--- src/rtl/burst_pulser_pkg.sv ---
// Package: shared types for the burst pulse generator.
// Assumes nothing beyond IEEE 1800-2017 enumerations.
package burst_pulser_pkg;

    // Sequencer phases of the pulse generator
    typedef enum logic [2:0] {
        ST_IDLE,
        ST_START_DEAD,
        ST_PULSE,
        ST_GAP,
        ST_DONE
    } pulser_state_t;

endpackage

--- src/rtl/src_select.sv ---
// Module: src_select
// Picks one bit out of a vector of candidate sources by index.
// An index beyond the vector yields 0. Purely combinational.
module src_select #(
    parameter int N     = 4,
    parameter int SEL_W = (N > 1) ? $clog2(N) : 1
) (
    input  logic [N-1:0]     src_i,
    input  logic [SEL_W-1:0] sel_i,
    output logic             bit_o
);

    // Indexed pick with an out-of-range guard
    always_comb begin
        if (int'(sel_i) < N) bit_o = src_i[sel_i];
        else                 bit_o = 1'b0;
    end

endmodule

--- src/rtl/pulse_fsm.sv ---
// Module: pulse_fsm
// Sequencer of the pulser: quiet period, pulses, gaps, limit handling.
// Assumes configuration is stable while enabled; enable is already selected.
module pulse_fsm
    import burst_pulser_pkg::*;
#(
    parameter int CNT_W  = 16,
    parameter int PCNT_W = 16
) (
    input  logic              clk,
    input  logic              rst_n,
    input  logic              enable_i,
    input  logic [CNT_W-1:0]  start_dead_i,
    input  logic [CNT_W-1:0]  pulse_len_i,
    input  logic [CNT_W-1:0]  gap_i,
    input  logic [PCNT_W-1:0] max_pulses_i,
    input  logic              repeat_i,
    output logic              raw_o,
    output logic              limit_o,
    output pulser_state_t     state_o
);

    pulser_state_t     st_q, st_d;
    logic [CNT_W-1:0]  cnt_q, cnt_d;
    logic [PCNT_W-1:0] np_q, np_d;
    logic              en_q;
    logic              strobe_q, strobe_d;
    logic              en_rise;
    logic              final_pulse;
    logic [CNT_W-1:0]  plen_last;
    logic [PCNT_W:0]   np_inc;

    assign en_rise     = enable_i & ~en_q;
    assign plen_last   = (pulse_len_i == '0) ? '0 : pulse_len_i - 1'b1;
    assign np_inc      = {1'b0, np_q} + 1'b1;
    assign final_pulse = (max_pulses_i != '0) && (np_inc == {1'b0, max_pulses_i});

    // Next-state and counter computation
    always_comb begin
        st_d     = st_q;
        cnt_d    = cnt_q;
        np_d     = np_q;
        strobe_d = 1'b0;
        if (!enable_i) begin
            st_d  = ST_IDLE;
            cnt_d = '0;
            np_d  = '0;
        end else if (en_rise) begin
            np_d = '0;
            if (start_dead_i == '0) begin
                st_d  = ST_PULSE;
                cnt_d = plen_last;
            end else begin
                st_d  = ST_START_DEAD;
                cnt_d = start_dead_i - 1'b1;
            end
        end else begin
            case (st_q)
                ST_START_DEAD: begin
                    if (cnt_q == '0) begin
                        st_d  = ST_PULSE;
                        cnt_d = plen_last;
                    end else begin
                        cnt_d = cnt_q - 1'b1;
                    end
                end
                ST_PULSE: begin
                    if (cnt_q != '0) begin
                        cnt_d = cnt_q - 1'b1;
                    end else if (final_pulse) begin
                        np_d = '0;
                        if (repeat_i) begin
                            strobe_d = 1'b1;
                            if (start_dead_i == '0) begin
                                st_d  = ST_PULSE;
                                cnt_d = plen_last;
                            end else begin
                                st_d  = ST_START_DEAD;
                                cnt_d = start_dead_i - 1'b1;
                            end
                        end else begin
                            st_d = ST_DONE;
                        end
                    end else begin
                        np_d = np_inc[PCNT_W-1:0];
                        if (gap_i == '0) begin
                            st_d  = ST_PULSE;
                            cnt_d = plen_last;
                        end else begin
                            st_d  = ST_GAP;
                            cnt_d = gap_i - 1'b1;
                        end
                    end
                end
                ST_GAP: begin
                    if (cnt_q == '0) begin
                        st_d  = ST_PULSE;
                        cnt_d = plen_last;
                    end else begin
                        cnt_d = cnt_q - 1'b1;
                    end
                end
                default: begin
                    st_d = st_q;
                end
            endcase
        end
    end

    // State, counters and enable history registers
    always_ff @(posedge clk) begin
        if (!rst_n) begin
            st_q     <= ST_IDLE;
            cnt_q    <= '0;
            np_q     <= '0;
            en_q     <= 1'b0;
            strobe_q <= 1'b0;
        end else begin
            st_q     <= st_d;
            cnt_q    <= cnt_d;
            np_q     <= np_d;
            en_q     <= enable_i;
            strobe_q <= strobe_d;
        end
    end

    assign raw_o   = (st_q == ST_PULSE);
    assign limit_o = (st_q == ST_DONE) | strobe_q;
    assign state_o = st_q;

endmodule

--- src/rtl/delay_line.sv ---
// Module: delay_line
// Shift-register delay with a selectable tap; tap 0 passes the input.
// Assumes DLY_MAX fits in DLY_W bits; contents clear on reset.
module delay_line #(
    parameter int DLY_MAX = 255,
    parameter int DLY_W   = $clog2(DLY_MAX + 1)
) (
    input  logic             clk,
    input  logic             rst_n,
    input  logic             d_i,
    input  logic [DLY_W-1:0] dly_i,
    output logic             q_o
);

    logic [DLY_MAX-1:0] sr_q;

    // Shift one stage per clock
    always_ff @(posedge clk) begin
        if (!rst_n) sr_q <= '0;
        else        sr_q <= {sr_q[DLY_MAX-2:0], d_i};
    end

    // Tap selection
    always_comb begin
        if (dly_i == '0)                  q_o = d_i;
        else if (int'(dly_i) <= DLY_MAX)  q_o = sr_q[dly_i - 1'b1];
        else                              q_o = 1'b0;
    end

endmodule

--- src/rtl/burst_pulser.sv ---
// Module: burst_pulser (top)
// Programmable burst pulse generator with selectable enable and force-zero
// sources and a delayed, gated output. Assumes a single 40 MHz clock domain
// and configuration held stable while the selected enable is high.
module burst_pulser
    import burst_pulser_pkg::*;
#(
    parameter int CNT_W    = 16,
    parameter int PCNT_W   = 16,
    parameter int DLY_MAX  = 255,
    parameter int N_EN     = 4,
    parameter int N_FZ     = 4,
    localparam int DLY_W    = $clog2(DLY_MAX + 1),
    localparam int EN_SEL_W = (N_EN > 1) ? $clog2(N_EN) : 1,
    localparam int FZ_SEL_W = (N_FZ > 1) ? $clog2(N_FZ) : 1
) (
    input  logic                clk,
    input  logic                rst_n,
    input  logic [CNT_W-1:0]    cfg_start_dead,
    input  logic [CNT_W-1:0]    cfg_pulse_len,
    input  logic [CNT_W-1:0]    cfg_gap,
    input  logic [PCNT_W-1:0]   cfg_max_pulses,
    input  logic [DLY_W-1:0]    cfg_out_delay,
    input  logic                cfg_repeat,
    input  logic [EN_SEL_W-1:0] cfg_en_sel,
    input  logic [FZ_SEL_W-1:0] cfg_fz_sel,
    input  logic [N_EN-1:0]     en_src,
    input  logic [N_FZ-1:0]     fz_src,
    output logic                pulse_o,
    output logic                max_reached_o
);

    logic          en_sel;
    logic          fz_sel;
    logic          raw_pulse;
    logic          tap;
    pulser_state_t fsm_state;

    src_select #(.N(N_EN), .SEL_W(EN_SEL_W)) u_en_mux (
        .src_i (en_src),
        .sel_i (cfg_en_sel),
        .bit_o (en_sel)
    );

    src_select #(.N(N_FZ), .SEL_W(FZ_SEL_W)) u_fz_mux (
        .src_i (fz_src),
        .sel_i (cfg_fz_sel),
        .bit_o (fz_sel)
    );

    pulse_fsm #(.CNT_W(CNT_W), .PCNT_W(PCNT_W)) u_fsm (
        .clk          (clk),
        .rst_n        (rst_n),
        .enable_i     (en_sel),
        .start_dead_i (cfg_start_dead),
        .pulse_len_i  (cfg_pulse_len),
        .gap_i        (cfg_gap),
        .max_pulses_i (cfg_max_pulses),
        .repeat_i     (cfg_repeat),
        .raw_o        (raw_pulse),
        .limit_o      (max_reached_o),
        .state_o      (fsm_state)
    );

    delay_line #(.DLY_MAX(DLY_MAX), .DLY_W(DLY_W)) u_dly (
        .clk   (clk),
        .rst_n (rst_n),
        .d_i   (raw_pulse),
        .dly_i (cfg_out_delay),
        .q_o   (tap)
    );

    // Force-zero gating after the delay
    assign pulse_o = tap & ~fz_sel;

endmodule

--- config.mk ---
export PLATFORM = sky130hd
export DESIGN_NAME = burst_pulser
export DESIGN_NICKNAME = d
export VERILOG_FILES = /design/src/rtl/burst_pulser_pkg.sv /design/src/rtl/src_select.sv /design/src/rtl/pulse_fsm.sv /design/src/rtl/delay_line.sv /design/src/rtl/burst_pulser.sv
export SDC_FILE = /design/constraint.sdc
export NUM_CORES = 1
export LEC_CHECK = 0
export ABC_AREA = 0
export BUFFER_PORTS_ARGS = -buffer_cell sky130_fd_sc_hd__buf_2
export CELL_PAD_IN_SITES_DETAIL_PLACEMENT = 1
export CELL_PAD_IN_SITES_GLOBAL_PLACEMENT = 2
export CORE_MARGIN = 3
export CORE_UTILIZATION = 36
export CTS_CLUSTER_DIAMETER = 200
export DETAILED_ROUTE_END_ITERATION = 10
export PLACE_DENSITY = 0.8
export SLEW_MARGIN = 20
export SYNTH_ARGS = -nofsm -noshare
export SYNTH_HDL_FRONTEND = slang
export SYNTH_SLANG_ARGS = --single-unit
--- constraint.sdc ---
create_clock -name clk -period 5.4 [get_ports clk]
set_clock_uncertainty 0.1 [all_clocks]
set_input_delay 0.81 -clock clk [delete_from_list [all_inputs] [get_ports clk]]
set_output_delay 0.81 -clock clk [all_outputs]
set_load 0.005 [all_outputs]
After elaboration in Yosys (flattened, before gate mapping)
Index checks and enable logic that the tools add are counted.
{"block": "totals", "ram_bits": 0, "rom_bits": 0, "in_bits": 87, "wordCells": 75, "out_inout_bits": 2, "reg_bits": 292, "latch_bits": 0, "memories": 0}
{"block": "op_classes", "bitwise_logic": 10, "div": 0, "reduce_logical": 16, "n_lt_le_gt_ge": 3, "addsub": 6, "shifts": 0, "multipliers": 0, "n_mux": 26, "n_eq_ne": 8}
{"cell": "2-to-1 mux 16 bit", "n": 9}
{"cell": "zero test 16 bit", "n": 4}
{"cell": "subtractor 16 x 1 -> 16 bit, second input constant", "n": 4}
{"cell": "case mux 16 bit (2 select lines)", "n": 1}
{"cell": "nonzero test 16 bit", "n": 2}
{"cell": "adder 16 x 1 -> 17 bit, second input constant", "n": 1}
{"cell": "equality test 17 x 16 -> 1 bit", "n": 1}
{"cell": "2-to-1 mux 3 bit", "n": 5}
{"cell": "< comparator 8 x 9 -> 1 bit, second input constant", "n": 1}
{"cell": "binary-select mux 1 bit (select 8 bit)", "n": 1}
{"cell": "zero test 8 bit", "n": 1}
{"cell": "subtractor 8 x 1 -> 8 bit, second input constant", "n": 1}
{"cell": "inverter 1 bit", "n": 7}
{"cell": "equality test 3 x 2 -> 1 bit, second input constant", "n": 2}
{"cell": "< comparator 2 x 3 -> 1 bit, second input constant", "n": 2}
{"cell": "2-to-1 mux 1 bit", "n": 6}
{"cell": "case mux 3 bit (2 select lines)", "n": 1}
{"cell": "AND reduction 2 bit", "n": 3}
{"cell": "OR reduction 6 bit", "n": 1}
{"cell": "!= test 5 bit, second input constant", "n": 1}
{"cell": "binary-select mux 1 bit (select 2 bit)", "n": 2}
{"cell": "equality test 3 x 1 -> 1 bit, second input constant", "n": 1}
{"cell": "equality test 3 bit, second input constant", "n": 1}
{"cell": "!= test 3 x 1 -> 1 bit, second input constant", "n": 1}
{"cell": "9 further kinds", "n": 10}

Depth between registers and ports, before layout
Gate-level depths: netlist of run 1.
{"block": "depth", "depth_word": 8, "ltp_mapped": 15, "depth_no_buf": 10}

Hierarchy
Synthesis of run 1 repeated with hierarchy kept, for this count alone.
{"block": "unflattened", "hier_cells": 1380, "hier_area_um2": 13872.1}
{"mod": "delay_line", "seq_area_each_um2": 5104.9, "cells_per_inst": 730, "area_each_um2": 9420.3, "instances": 1}
{"mod": "pulse_fsm", "seq_area_each_um2": 740.7, "cells_per_inst": 647, "area_each_um2": 4393.0, "instances": 1}
{"mod": "src_select", "seq_area_each_um2": 0.0, "cells_per_inst": 1, "area_each_um2": 22.5, "instances": 2}
{"mod": "burst_pulser", "seq_area_each_um2": 0.0, "cells_per_inst": 1, "area_each_um2": 13.8, "instances": 1}

Worst setup path after synthesis of run 1
OpenSTA, ideal clock, no wires.
{"block": "synth_timing", "kind": "in2out", "start": "input port cfg_out_delay[0]", "end": "output port pulse_o", "setup_slack_ns": -0.391, "n_path_buf": 4, "t_arrival_ns": 4.881, "required_time_ns": 4.490, "path_stages": 14, "cell_sequence": "clkbuf_1 clkbuf_1 buf_2 clkinv_1 ha_1 inv_2 buf_1 mux4_2 mux4_2 nand2_1 a21oi_1 a22o_1 o21ai_0 o211ai_1"}
{"block": "synth_between", "elab_chain_len": 5, "word_cells_on_any_way": 6, "classes_between": "1 x add/sub; 3 x mux; 1 x bitwise; 1 x reduce/logical"}
{"element": "from (decl)", "line_no": "burst_pulser.sv:23", "source": "input logic [DLY_W-1:0] cfg_out_delay,"}
{"element": "subtractor 8 x 1 -> 8 bit", "line_no": "delay_line.sv:26", "source": "else if (int'(dly_i) <= DLY_MAX) q_o = sr_q[dly_i - 1'b1];"}
{"element": "binary-select mux 1 bit (select 8 bit)", "line_no": "delay_line.sv:26"}
{"element": "2-to-1 mux 1 bit (implied by the code)", "line_no": "delay_line.sv:26"}
{"element": "2-to-1 mux 1 bit (*)", "line_no": "delay_line.sv:25", "source": "if (dly_i == '0) q_o = d_i;"}
{"element": "AND 1 bit (*)", "line_no": "burst_pulser.sv:74", "source": "assign pulse_o = tap & ~fz_sel;"}
{"element": "to (decl)", "line_no": "burst_pulser.sv:29", "source": "output logic pulse_o,"}
Mark *: on every way between the ends. The rest lies on a longest branch, timed or not. The select of a mux whose other input is x is not followed.

Final worst setup path of run 1
{"block": "layout_timing", "start": "input port cfg_out_delay[1]", "end": "output port pulse_o"}
Same word-level chain as after synthesis.

==> results of run 1 <==
worst reg2reg max path, stage by stage, from the launching register on:
cell and delay (ns):
dfxtp_1 0.45, ha_1 0.38, nand4_2 0.22, or3_1 0.37, o32a_1 0.19, or4_4 0.57, or4_4 0.76, or4_4 0.61
o21ai_4 0.26, a22o_1 0.24
through the flow:
step	cell area (um2)	total power, W	utilization (%)	hold WS [ns]	cells
CTS	15650	0.005476	42.35	0.3552	1933
finish	15650	0.005420	42.35	0.3461	1933
global route	15650	0.005678	42.35	0.3653	1933
global placement	14560	0.003249	39.40	0.3336	1876
detailed placement	14560	0.003260	39.40	0.3424	1876
floorplan	13630	0.002941	-	0.3295	1346
flip-flops by register name, indices dropped and copies added, names as in the netlist:
signal / cells
u_fsm.en_q: 1
u_dly.sr_q: 255
u_fsm.cnt_q: 16
u_fsm.state_o: 3
u_fsm.np_q: 16
u_fsm.strobe_q: 1
metal layers:
metal | part of all wire, % | vias up
li1 | - | 4935
met1 | 48 | 5099
met2 | 47 | 137
met3 | 3.4 | 40
met4 | 1.4 | 0
met5 | 0 | -
power breakdown:
group	switching [W]	internal [W]
clock network	0.000893	0.00131
registers	0.0000309	0.00218
logic	0.000626	0.000382
total	0.00155	0.00387
cells in the mapped netlist, types with 31 or more instances:
cell type  instances  area, um2
a21oi_1           46      230.2
and2_1           258       1614
clkbuf_1          70      262.8
dfxtp_1          292       5846
mux2i_1           31      310.3
mux4_2            73       1644
nand2_1           61      229.0
nor2_1            64      240.2
nor3_1            42      210.2
o21ai_0           46      230.2
xnor2_1           38      332.8
xor2_1            33      289.0
cell families after synthesis:
family          count (synthesis)  share of synthesized area, %
mux                           107                         14.59
xor+xnor                       71                         4.564
fa+ha+maj                      12                         1.084
flops                         292                         42.90
buf+inv                       104                         3.104
simple gates                  573                         24.26
compound gates                187                         9.495
placed cells by master, fill, tap and decap left out, types with 6 or more instances in the layout:
| cell type | synthesis | layout |
|---|---|---|
| dfxtp_1 | 292 | 292 |
| and2_1 | 258 | 258 |
| buf_2 | 7 | 86 |
| mux4_2 | 73 | 73 |
| nor2_1 | 64 | 64 |
| nand2_1 | 61 | 61 |
| o21ai_0 | 46 | 46 |
| a21oi_1 | 46 | 46 |
| nor3_1 | 42 | 42 |
| xnor2_1 | 38 | 38 |
| xor2_1 | 33 | 31 |
| mux2i_1 | 31 | 31 |
| clkbuf_16 | 0 | 31 |
| nor4_1 | 27 | 27 |
| buf_4 | 2 | 24 |
| or3_1 | 21 | 21 |
| nand3_1 | 20 | 20 |
| inv_1 | 18 | 18 |
| or4_1 | 17 | 17 |
| o22ai_1 | 11 | 11 |
| clkbuf_8 | 0 | 11 |
| o2bb2ai_2 | 10 | 10 |
| ha_1 | 11 | 10 |
| o211ai_1 | 9 | 9 |
| nand4_1 | 9 | 9 |
| nand2b_1 | 8 | 8 |
| a31oi_1 | 8 | 8 |
| nor2b_1 | 6 | 6 |
| nor3b_1 | 6 | 6 |
layout make-up:
cell class,count,area (um2)
clock buffers,45,938.4
clock inverters,12,150.1
fillers,4176,21310
inverters,20,75.07
multi-input cells,950,7401
flip-flops and latches,292,5846
well taps,504,630.6
repair buffers,110,610.6
how the worst min path moves through the flow:
| stage | to | cells after the start | start | slack (ns) |
|---|---|---|---|---|
| after CTS | u_dly.sr_q[66]$_SDFF_PN0_ | 1 | u_dly.sr_q[65]$_SDFF_PN0_ | 0.36 |
| after floorplan | u_dly.sr_q[101]$_SDFF_PN0_ | 1 | u_dly.sr_q[100]$_SDFF_PN0_ | 0.33 |
| final | u_dly.sr_q[180]$_SDFF_PN0_ | 1 | u_dly.sr_q[179]$_SDFF_PN0_ | 0.35 |
| after detailed placement | u_dly.sr_q[2]$_SDFF_PN0_ | 1 | u_dly.sr_q[1]$_SDFF_PN0_ | 0.34 |
| after global placement | u_dly.sr_q[182]$_SDFF_PN0_ | 1 | u_dly.sr_q[181]$_SDFF_PN0_ | 0.33 |
| after global routing | u_dly.sr_q[74]$_SDFF_PN0_ | 1 | u_dly.sr_q[73]$_SDFF_PN0_ | 0.37 |
==> flow_summary.yaml, run 1 <==
grt:
  grt_overflow: 0
  busiest_layer: "met2"
  grt_use_total_pct: 16.90
  use_met1_pct: 24.02
  grt_pass1_wl_um: 56900
  grt_max_degree: 131
  met3_usage_pct: 1.897
  grt_pass1_vias: 10580
  use_met2_pct: 27.94
  grt_antenna_before_repair: 0
timing:
  slew_headroom_pct: 33.85
  timing.final.crit_period_ns: 4.682
  worst_slack_ns: 0.7178
  rsz0062_at_grt: "false"
  drv_slew: 0
  worstMarginPinSlew_ns: 0.9922
  fin_crit_sh_pct: 86.71
  setup_viol: 0
  final.setup.tns_ns: 0
  finalHoldViolCount: 0
  fmax_ghz: 0.2136
yosys:
  yosys_warnings: 0
  syn-num-nets: 1444
  async_flop_share_pct: 0
  synth_area_mm2: 0.01363
  synthCells: 1346
  synth.distinct_cells: 74
  ys_seq_area_share_pct: 42.90
  synth_seq_cells: 292
  synth_ff_type: "dfxtp_1"
  syn-mean-instance-area_um2: 10.12
  synth_edf_count: 0
min_path:
  hp-class: "flop to flop"
route:
  drt-initial-drc-count: 497
  drcViolationCount: 0
  vias_per_cell: 5.282
  wl_per_cell_um: 18.07
  num_vias: 10210
  drt_wl_total_um: 34940
  final_antenna_net_count: 0
  dr.pass1.iters: 5
critical_path:
  arrival_ns: 3.77
  max_stage_delay_ns: 0.54
  criticalPathCategory: "primary input to output port"
  crit_slowest_cell: "xor2_2"
  timing.rr.end: "u_fsm.cnt_q[12]$_SDFFE_PN0P_"
  path_common_cell: "mux2i_1"
  cp_cell_sequence: "buf_2 > inv_1 > ha_1 > nor3b_1 > xor2_2 > buf_4 > mux2i_1 > mux2i_1 > mux2i_1 > mux2i_1 > o211ai_1 > o211ai_1 > buf_2"
  rr_worst_depth: 9
  cp-end-kind: "output port"
  cp_top_family: "multiplexers"
  rrSetupSlack_ns: 1.18
  worst-path-stages: 13
  path_max_fanout: 7
  cp_num_buf_inv: 4
  crit_end: "pulse_o"
  timing.rr.start: "u_fsm.np_q[0]$_SDFFE_PP0P_"
  critical_path_required_ns: 4.49
  worst_setup_path_start_kind: "primary input"
  crit_start: "cfg_out_delay[1]"
cts:
  ctsResizeCount: 0
  cts_tree: "yes"
  cts_inserted_buffers: 31
  cts_root_buf: "clkbuf_16"
  cts_buffer_depth: 3
  cts.clk_slew.worst_paths_ns: 0.06
  htree_num_levels: 1
  cts_hold_buf: 0
  clock_sinks: 292
  clk-insertion-delay-late_ns: 0.57
  cts_setup_buffers: 0
job:
  max_cap_violations: 0
placed_design:
  port_buffers: 88
  place_congestion: 0.8415
  place_hpwl_um: 24970
  pre_cts_slack_ns: 0.6427
pwr:
  powerDensity_mw_per_mm2: 346.3
  ir_drop_mv: 0.1546
  p_leak_nw: 5.930
die:
  dieWidth_um: 200.5
  initial_utilization_pct: 36.87
  std_cell_rows: 70
  io_pins: 89
  coreArea_mm2: 0.03696
  die_area_mm2: 0.04022
  dieHeight_um: 200.5
outcome:
  status: "complete, no violations"
finish:
  syn_to_final_growth_pct: 14.87
  layout-drive-gt1-share_pct: 19.10
  diodes: 0
  nNetsFinal: 1503
No activity file was read; power rests on OpenSTA's default activity.
==> run 2, diff against run 1 <==
--- a/config.mk
+++ b/config.mk
@@ -16,2 +16,3 @@
 export PLACE_DENSITY = 0.8
+export RECOVER_POWER = 25
 export SLEW_MARGIN = 20
==> constraint.sdc (replaced) <==
create_clock -name clk -period 5.4 [get_ports clk]
set_clock_uncertainty 0.1 [all_clocks]
set_input_delay 0.27 -clock clk [delete_from_list [all_inputs] [get_ports clk]]
set_output_delay 0.27 -clock clk [all_outputs]
set_load 0.005 [all_outputs]
==> run 2 against run 1 <==
  * Power is 0.52% lower
  * Design area shrank 0.30%
  * Clock-buffer cell count fell by 4
  * Routed wire length up 2.3%
  * Sequential cell count unchanged
  * Critical path depth is 4 lower
  * Die area is the same
  * Critical endpoint is now u_fsm.cnt_q[12]$_SDFFE_PN0P_
==> flow_summary.yaml, run 2 (synthesis gave the netlist of run 1 again) <==
route:
  drt_wl_total_um: 35750
  vias_per_cell: 5.322
  dr.pass1.iters: 5
  drt-initial-drc-count: 602
  num_vias: 10260
  drcViolationCount: 0
  wl_per_cell_um: 18.55
  final_antenna_net_count: 0
placed_design:
  place_congestion: 0.8502
  place_hpwl_um: 25080
  placedInstanceArea_mm2: 0.01450
  port_buffers: 88
  pre_cts_slack_ns: 1.271
die:
  io_pins: 89
  std_cell_rows: 70
  dieHeight_um: 200.5
  coreArea_mm2: 0.03696
  die_area_mm2: 0.04022
  initial_utilization_pct: 36.87
  dieWidth_um: 200.5
timing:
  setup_viol: 0
  slew_headroom_pct: 36.07
  fin_crit_sh_pct: 77.43
  rsz0062_at_grt: "false"
  finalHoldViolCount: 0
  final.setup.tns_ns: 0
  worstMarginPinSlew_ns: 0.9521
  hold_slack_ns: 0.2185
  drv_slew: 0
  timing.final.crit_period_ns: 4.181
  worst_slack_ns: 1.219
  fmax_ghz: 0.2392
finish:
  top_regs: "u_dly.sr_q (255), u_fsm.cnt_q (16), u_fsm.np_q (16)"
  regMostFlops: "u_dly.sr_q"
  diodes: 0
  syn_to_final_growth_pct: 14.53
  final_common_cell: "dfxtp_1"
  largest_reg_flops: 255
  layout_common_cells: "dfxtp_1 (292), and2_1 (253), buf_2 (86), mux4_2 (73), nor2_1 (64)"
  layout-drive-gt1-share_pct: 18.48
  stdcell_area_mm2: 0.01561
  n_fill_cell: 4120
  nNetsFinal: 1498
grt:
  use_met1_pct: 24.75
  grt_pass1_wl_um: 58560
  busiest_layer: "met2"
  grt_antenna_before_repair: 0
  grt_pass1_vias: 10620
  grt_max_degree: 146
  use_met2_pct: 29.20
  grt_use_total_pct: 17.47
  met3_usage_pct: 1.735
  grt_overflow: 0
critical_path:
  worst_setup_path_start_kind: "flop"
  cp-end-kind: "flop"
  rrSetupSlack_ns: 1.22
  path_common_cell: "or4_4"
  critical_path_required_ns: 5.79
  criticalPathCategory: "flop to flop"
  crit_slowest_cell: "or4_4"
  cp_top_family: "simple AND/OR/NAND/NOR gates"
  cp_num_buf_inv: 0
  max_stage_delay_ns: 0.76
  path_max_fanout: 31
  cp_cell_sequence: "ha_1 > nand4_2 > or3_1 > o32a_1 > or4_4 > or4_4 > or4_4 > o21ai_4 > a22o_1"
  arrival_ns: 4.57
pwr:
  p_leak_nw: 5.882
  total_power_w: 0.005391
  powerDensity_mw_per_mm2: 345.5
  ir_drop_mv: 0.1875
cts:
  cts_setup_buffers: 0
  cts_tree: "yes"
  clock_sinks: 292
  ctsResizeCount: 0
  htree_num_levels: 1
  cts_inserted_buffers: 31
  cts_root_buf: "clkbuf_16"
  cts.clk_slew.worst_paths_ns: 0.06
  clk-insertion-delay-late_ns: 0.56
  cts_buffer_depth: 3
job:
  max_cap_violations: 0
outcome:
  status: "complete, no violations"
min_path:
  hp-class: "primary input to flop"
[run 2: changes by cell type in the layout (fill, tap and decap cells not counted), moves of 2 or more]
| cell | delta |
|---|---|
| buf_4 | -10 |
| and2_0 | +5 |
| and2_1 | -5 |
| clkbuf_8 | -5 |
| clkinv_2 | +3 |
| clkbuf_1 | +2 |
| clkinvlp_4 | +2 |
| dlygate4sd3_1 | +2 |
[run 2: power breakdown]
part | internal [W] | switching (W) | total, W
sequential | 0.00218 | 0.0000295 | 0.00221
combinational | 0.000381 | 0.000644 | 0.00102
clock | 0.00128 | 0.000876 | 0.00216
[run 2: metal layers]
metal / part of all wire (%) / wire, um
met5: 0 / 0
met4: 1.7 / 600
met3: 3.0 / 1058
met2: 48 / 17000
met1: 48 / 17090
[run 2: repair_timing]
item | in CTS | in global routing
hold buffers | 2 | 0
endpoints found under the setup margin | 0 | 0
hold endpoints to repair | 3 | 0
[run 2: area by class of cell]
type	count	area [um2]	area share (%)
multi-input cells	950	7401	47.43
flip-flops and latches	292	5846	37.46
clock buffers	41	873.3	5.597
well taps	504	630.6	4.041
repair buffers	105	598.1	3.833
clock inverters	15	181.4	1.163
inverters	20	75.07	0.4811
[run 2: through the flow]
step / utilization, % / instances
final: 42.22 / 1927
after global routing: 42.22 / 1927
after global placement: 39.24 / 1868
after CTS: 42.15 / 1926
after floorplan: - / 1346
after detailed placement: 39.24 / 1868
[run 2: final timing paths]
path,start,end,cells past startpoint
worst min-delay path,cfg_start_dead[14],u_fsm.state_o[1]$_SDFFE_PN0P_,5
worst max register to register,u_fsm.np_q[0]$_SDFFE_PP0P_,u_fsm.cnt_q[12]$_SDFFE_PN0P_,9
worst max-delay path,u_fsm.np_q[0]$_SDFFE_PP0P_,u_fsm.cnt_q[12]$_SDFFE_PN0P_,9
worst min register to register,u_dly.sr_q[181]$_SDFF_PN0_,u_dly.sr_q[182]$_SDFF_PN0_,1
[run 2: worst min-delay path, cell delays in order]
cell and delay [ns]:
buf_2 0.13, nor4_2 0.06, buf_4 0.19, o21ai_0 0.09, a31oi_1 0.08
==> run 3, diff against run 2 <==
- ABC_AREA: 0 -> 1
- CORE_UTILIZATION: 36 -> 30
- PLACE_DENSITY: 0.8 -> 0.79
- clock period: 5.4 -> 3.42 ns (I/O delays scaled with it)
==> run 3 against run 2 <==
  * Sequential share of layout area is 3.1 points lower
  * Synthesized area is 8.6% higher
  * Combinational power is 54% higher
  * Hold slack worse by 0.21 ns
  * Utilization is 6.9 points lower
==> flow_summary.yaml, run 3 <==
finish:
  final_common_cell: "nand2_1"
  layout_common_cells: "nand2_1 (646), inv_1 (388), nor2_1 (307), dfxtp_1 (292), o21ai_0 (171)"
  diodes: 0
  utilization_pct: 35.29
  top_regs: "u_dly.sr_q (255), u_fsm.cnt_q (16), u_fsm.np_q (16)"
  layout-drive-gt1-share_pct: 8.552
  nNetsFinal: 2474
  register_area_mm2: 0.005846
  multiInputGateArea_mm2: 0.007079
  stdcell_count: 3053
  syn_to_final_growth_pct: 15.09
  largest_reg_flops: 255
  n_fill_cell: 6329
  stdcell_area_mm2: 0.01703
  regMostFlops: "u_dly.sr_q"
critical_path:
  crit_start: "cfg_out_delay[0]"
  worst-path-stages: 18
  rr_worst_depth: 17
  path_max_fanout: 34
  timing.rr.end: "u_fsm.cnt_q[1]$_SDFFE_PN0P_"
  cp_top_family: "buffers and inverters"
  max_stage_delay_ns: 0.34
  cp_cell_sequence: "buf_4 > inv_4 > ha_2 > inv_2 > buf_12 > o21ai_0 > o22ai_1 > nand2_1 > nand2_1 > nand2_1 > nand3_1 > nand3_1 > nand3_1 > nand3_1 > nand3_1 > nand2_1 > inv_1 > buf_2"
  worst_setup_path_start_kind: "primary input"
  path_common_cell: "nand3_1"
  rrSetupSlack_ns: 0.47
  critical_path_required_ns: 3.15
  crit_slowest_cell: "ha_2"
  criticalPathCategory: "primary input to output port"
  cp-end-kind: "output port"
  crit_end: "pulse_o"
  timing.rr.start: "u_fsm.np_q[1]$_SDFFE_PP0P_"
  cp_num_buf_inv: 6
  arrival_ns: 2.72
route:
  wl_per_cell_um: 14.82
  num_vias: 14290
  wl_met1_um: 21140
  final_antenna_net_count: 0
  wl_met2_um: 21850
  dr.pass1.iters: 5
  drt_wl_total_um: 45240
  highest-signal-layer: "met4"
  drt-initial-drc-count: 627
  drcViolationCount: 0
  met3WireLength_um: 1285
  vias_per_cell: 4.679
cts:
  cts.clk_slew.worst_paths_ns: 0.06
  clk-insertion-delay-late_ns: 0.54
  cts_root_buf: "clkbuf_16"
  clock_sinks: 292
  cts_tree: "yes"
  cts_buffer_depth: 3
  cts_inserted_buffers: 36
  htree_num_levels: 2
timing:
  fmax_ghz: 0.3339
  drv_slew: 0
  worstMarginPinSlew_ns: 1.436
  fin_crit_sh_pct: 87.56
  setup_viol: 0
  finalHoldViolCount: 0
  final.setup.tns_ns: 0
  timing.final.crit_period_ns: 2.995
  rsz0062_at_grt: "false"
  slew_headroom_pct: 4.252
yosys:
  yosysTopAreaCell: "dfxtp_1"
  synth_area_mm2: 0.01479
  synth_edf_count: 0
  synth_seq_cells: 292
  synth_ff_type: "dfxtp_1"
  yosysMostFrequentCell: "nand2_1"
  syn-num-nets: 2414
  ys_seq_area_share_pct: 39.52
  async_flop_share_pct: 0
  synth.distinct_cells: 48
  yosys_warnings: 0
  synthCells: 2316
  syn-mean-instance-area_um2: 6.387
  synth.area.top_cells: "dfxtp_1 (40%), nand2_1 (16%), inv_1 (9.8%)"
  synth_commonest_cells: "nand2_1 (646), inv_1 (388), nor2_1 (308)"
  yosys.area.top_type_share_pct: 39.52
pwr:
  p_sw_w: 0.002546
  clkPwrFrac_pct: 41.2
  p_int_w: 0.006011
  total_power_w: 0.008557
  ir_drop_mv: 0.2597
  power_frac_seq_pct: 40.5
  swShare_pct: 29.75
  powerDensity_mw_per_mm2: 502.6
  share_comb_of_total_power_pct: 18.3
  p_leak_nw: 9.172
grt:
  grt_use_total_pct: 17.20
  grt_antenna_before_repair: 0
  grt_max_degree: 129
  grt_pass1_wl_um: 75080
  grt_pass1_vias: 14720
  grt_overflow: 0
die:
  coreArea_mm2: 0.04825
  initial_utilization_pct: 30.66
  dieWidth_um: 228.1
  die_area_mm2: 0.05201
  io_pins: 89
  dieHeight_um: 228.1
  std_cell_rows: 80
placed_design:
  place_congestion: 0.8740
  dp_cells: 2991
  placedInstanceArea_mm2: 0.01593
  port_buffers: 88
  place_hpwl_um: 31300
min_path:
  hp-class: "primary input to flop"
outcome:
  status: "complete, no violations"
job:
  max_cap_violations: 0
==> run 3: logic make-up (layout without fill, tap and decap cells) <==
family	Yosys count	after routing	synth area share (%)
xor gates and xnor gates	46	46	2.774
AOI/OAI and AO/OA	300	300	11.36
DFF	292	292	39.52
buffers and inverters	491	572	12.74
adders and majority gates	11	11	0.9304
and+or+nand+nor	1176	1176	32.68
==> run 3: repair_timing <==
action	in CTS	in global routing
setup buffers	0	0
gates resized for setup	0	1
hold buffers	3	0
setup endpoints to repair	0	7
endpoints found under the hold margin	72	0
==> run 3: stage by stage <==
step / hold WS (ns) / worst slack [ns]
after global placement: 0.3124 / 0.3461
after global routing: 0.05724 / 0.06285
final: 0.004520 / 0.4254
after floorplan: 0.2016 / 0.5812
after detailed placement: 0.3219 / 0.2826
after CTS: 0.003570 / 0.2619
==> run 3: layout make-up <==
| cell class | instances | area share [%] |
|---|---|---|
| multi-input cells | 1533 | 41.58 |
| inverters | 394 | 8.701 |
| clock buffers | 47 | 5.593 |
| flip-flops and latches | 292 | 34.34 |
| repair buffers | 119 | 4.299 |
| clock inverters | 12 | 0.6688 |
| well taps | 656 | 4.821 |
==> run 3: worst min-delay path by stage <==
stage | start | to | slack, ns | depth (start not counted)
floorplan | cfg_repeat | u_fsm.strobe_q$_SDFF_PP0_ | 0.20 | 2
global placement | u_dly.sr_q[125]$_SDFF_PN0_ | u_dly.sr_q[126]$_SDFF_PN0_ | 0.31 | 2
detailed placement | u_dly.sr_q[113]$_SDFF_PN0_ | u_dly.sr_q[114]$_SDFF_PN0_ | 0.32 | 2
CTS | cfg_en_sel[1] | u_fsm.en_q$_SDFF_PN0_ | 0.004 | 4
global route | cfg_en_sel[1] | u_fsm.en_q$_SDFF_PN0_ | 0.06 | 4
finish | cfg_en_sel[1] | u_fsm.en_q$_SDFF_PN0_ | 0.005 | 4
==> run 3: worst register-to-register path: cells and delay by family, from the launching register on <==
kind,cells,cell delay (ns)
AND/OR/NAND/NOR,13,1.60
AO/OA/AOI/OAI,1,0.07
adder cells (fa/ha/maj),1,0.26
flip-flops,1,0.40
buffers and inverters,2,0.38
==> run 3: power by group through the flow <==
stage / registers [W] / clock network [W] / logic, W
4_1_cts: 0.00347 / 0.00367 / 0.00159
6_report: 0.00347 / 0.00352 / 0.00157
5_1_grt: 0.00347 / 0.00381 / 0.00178
3_3_place_gp: 0.00354 / 0 / 0.00157
2_1_floorplan: 0.00353 / 0 / 0.00106
3_5_place_dp: 0.00354 / 0 / 0.00158
==> run 3: layer usage <==
metal / vias to the layer above / GRT usage [%]
met3: 60 / 2.320
met2: 145 / 30.57
met4: 0 / 4.893
met5: - / 0
met1: 6834 / 21.72
li1: 7246 / -
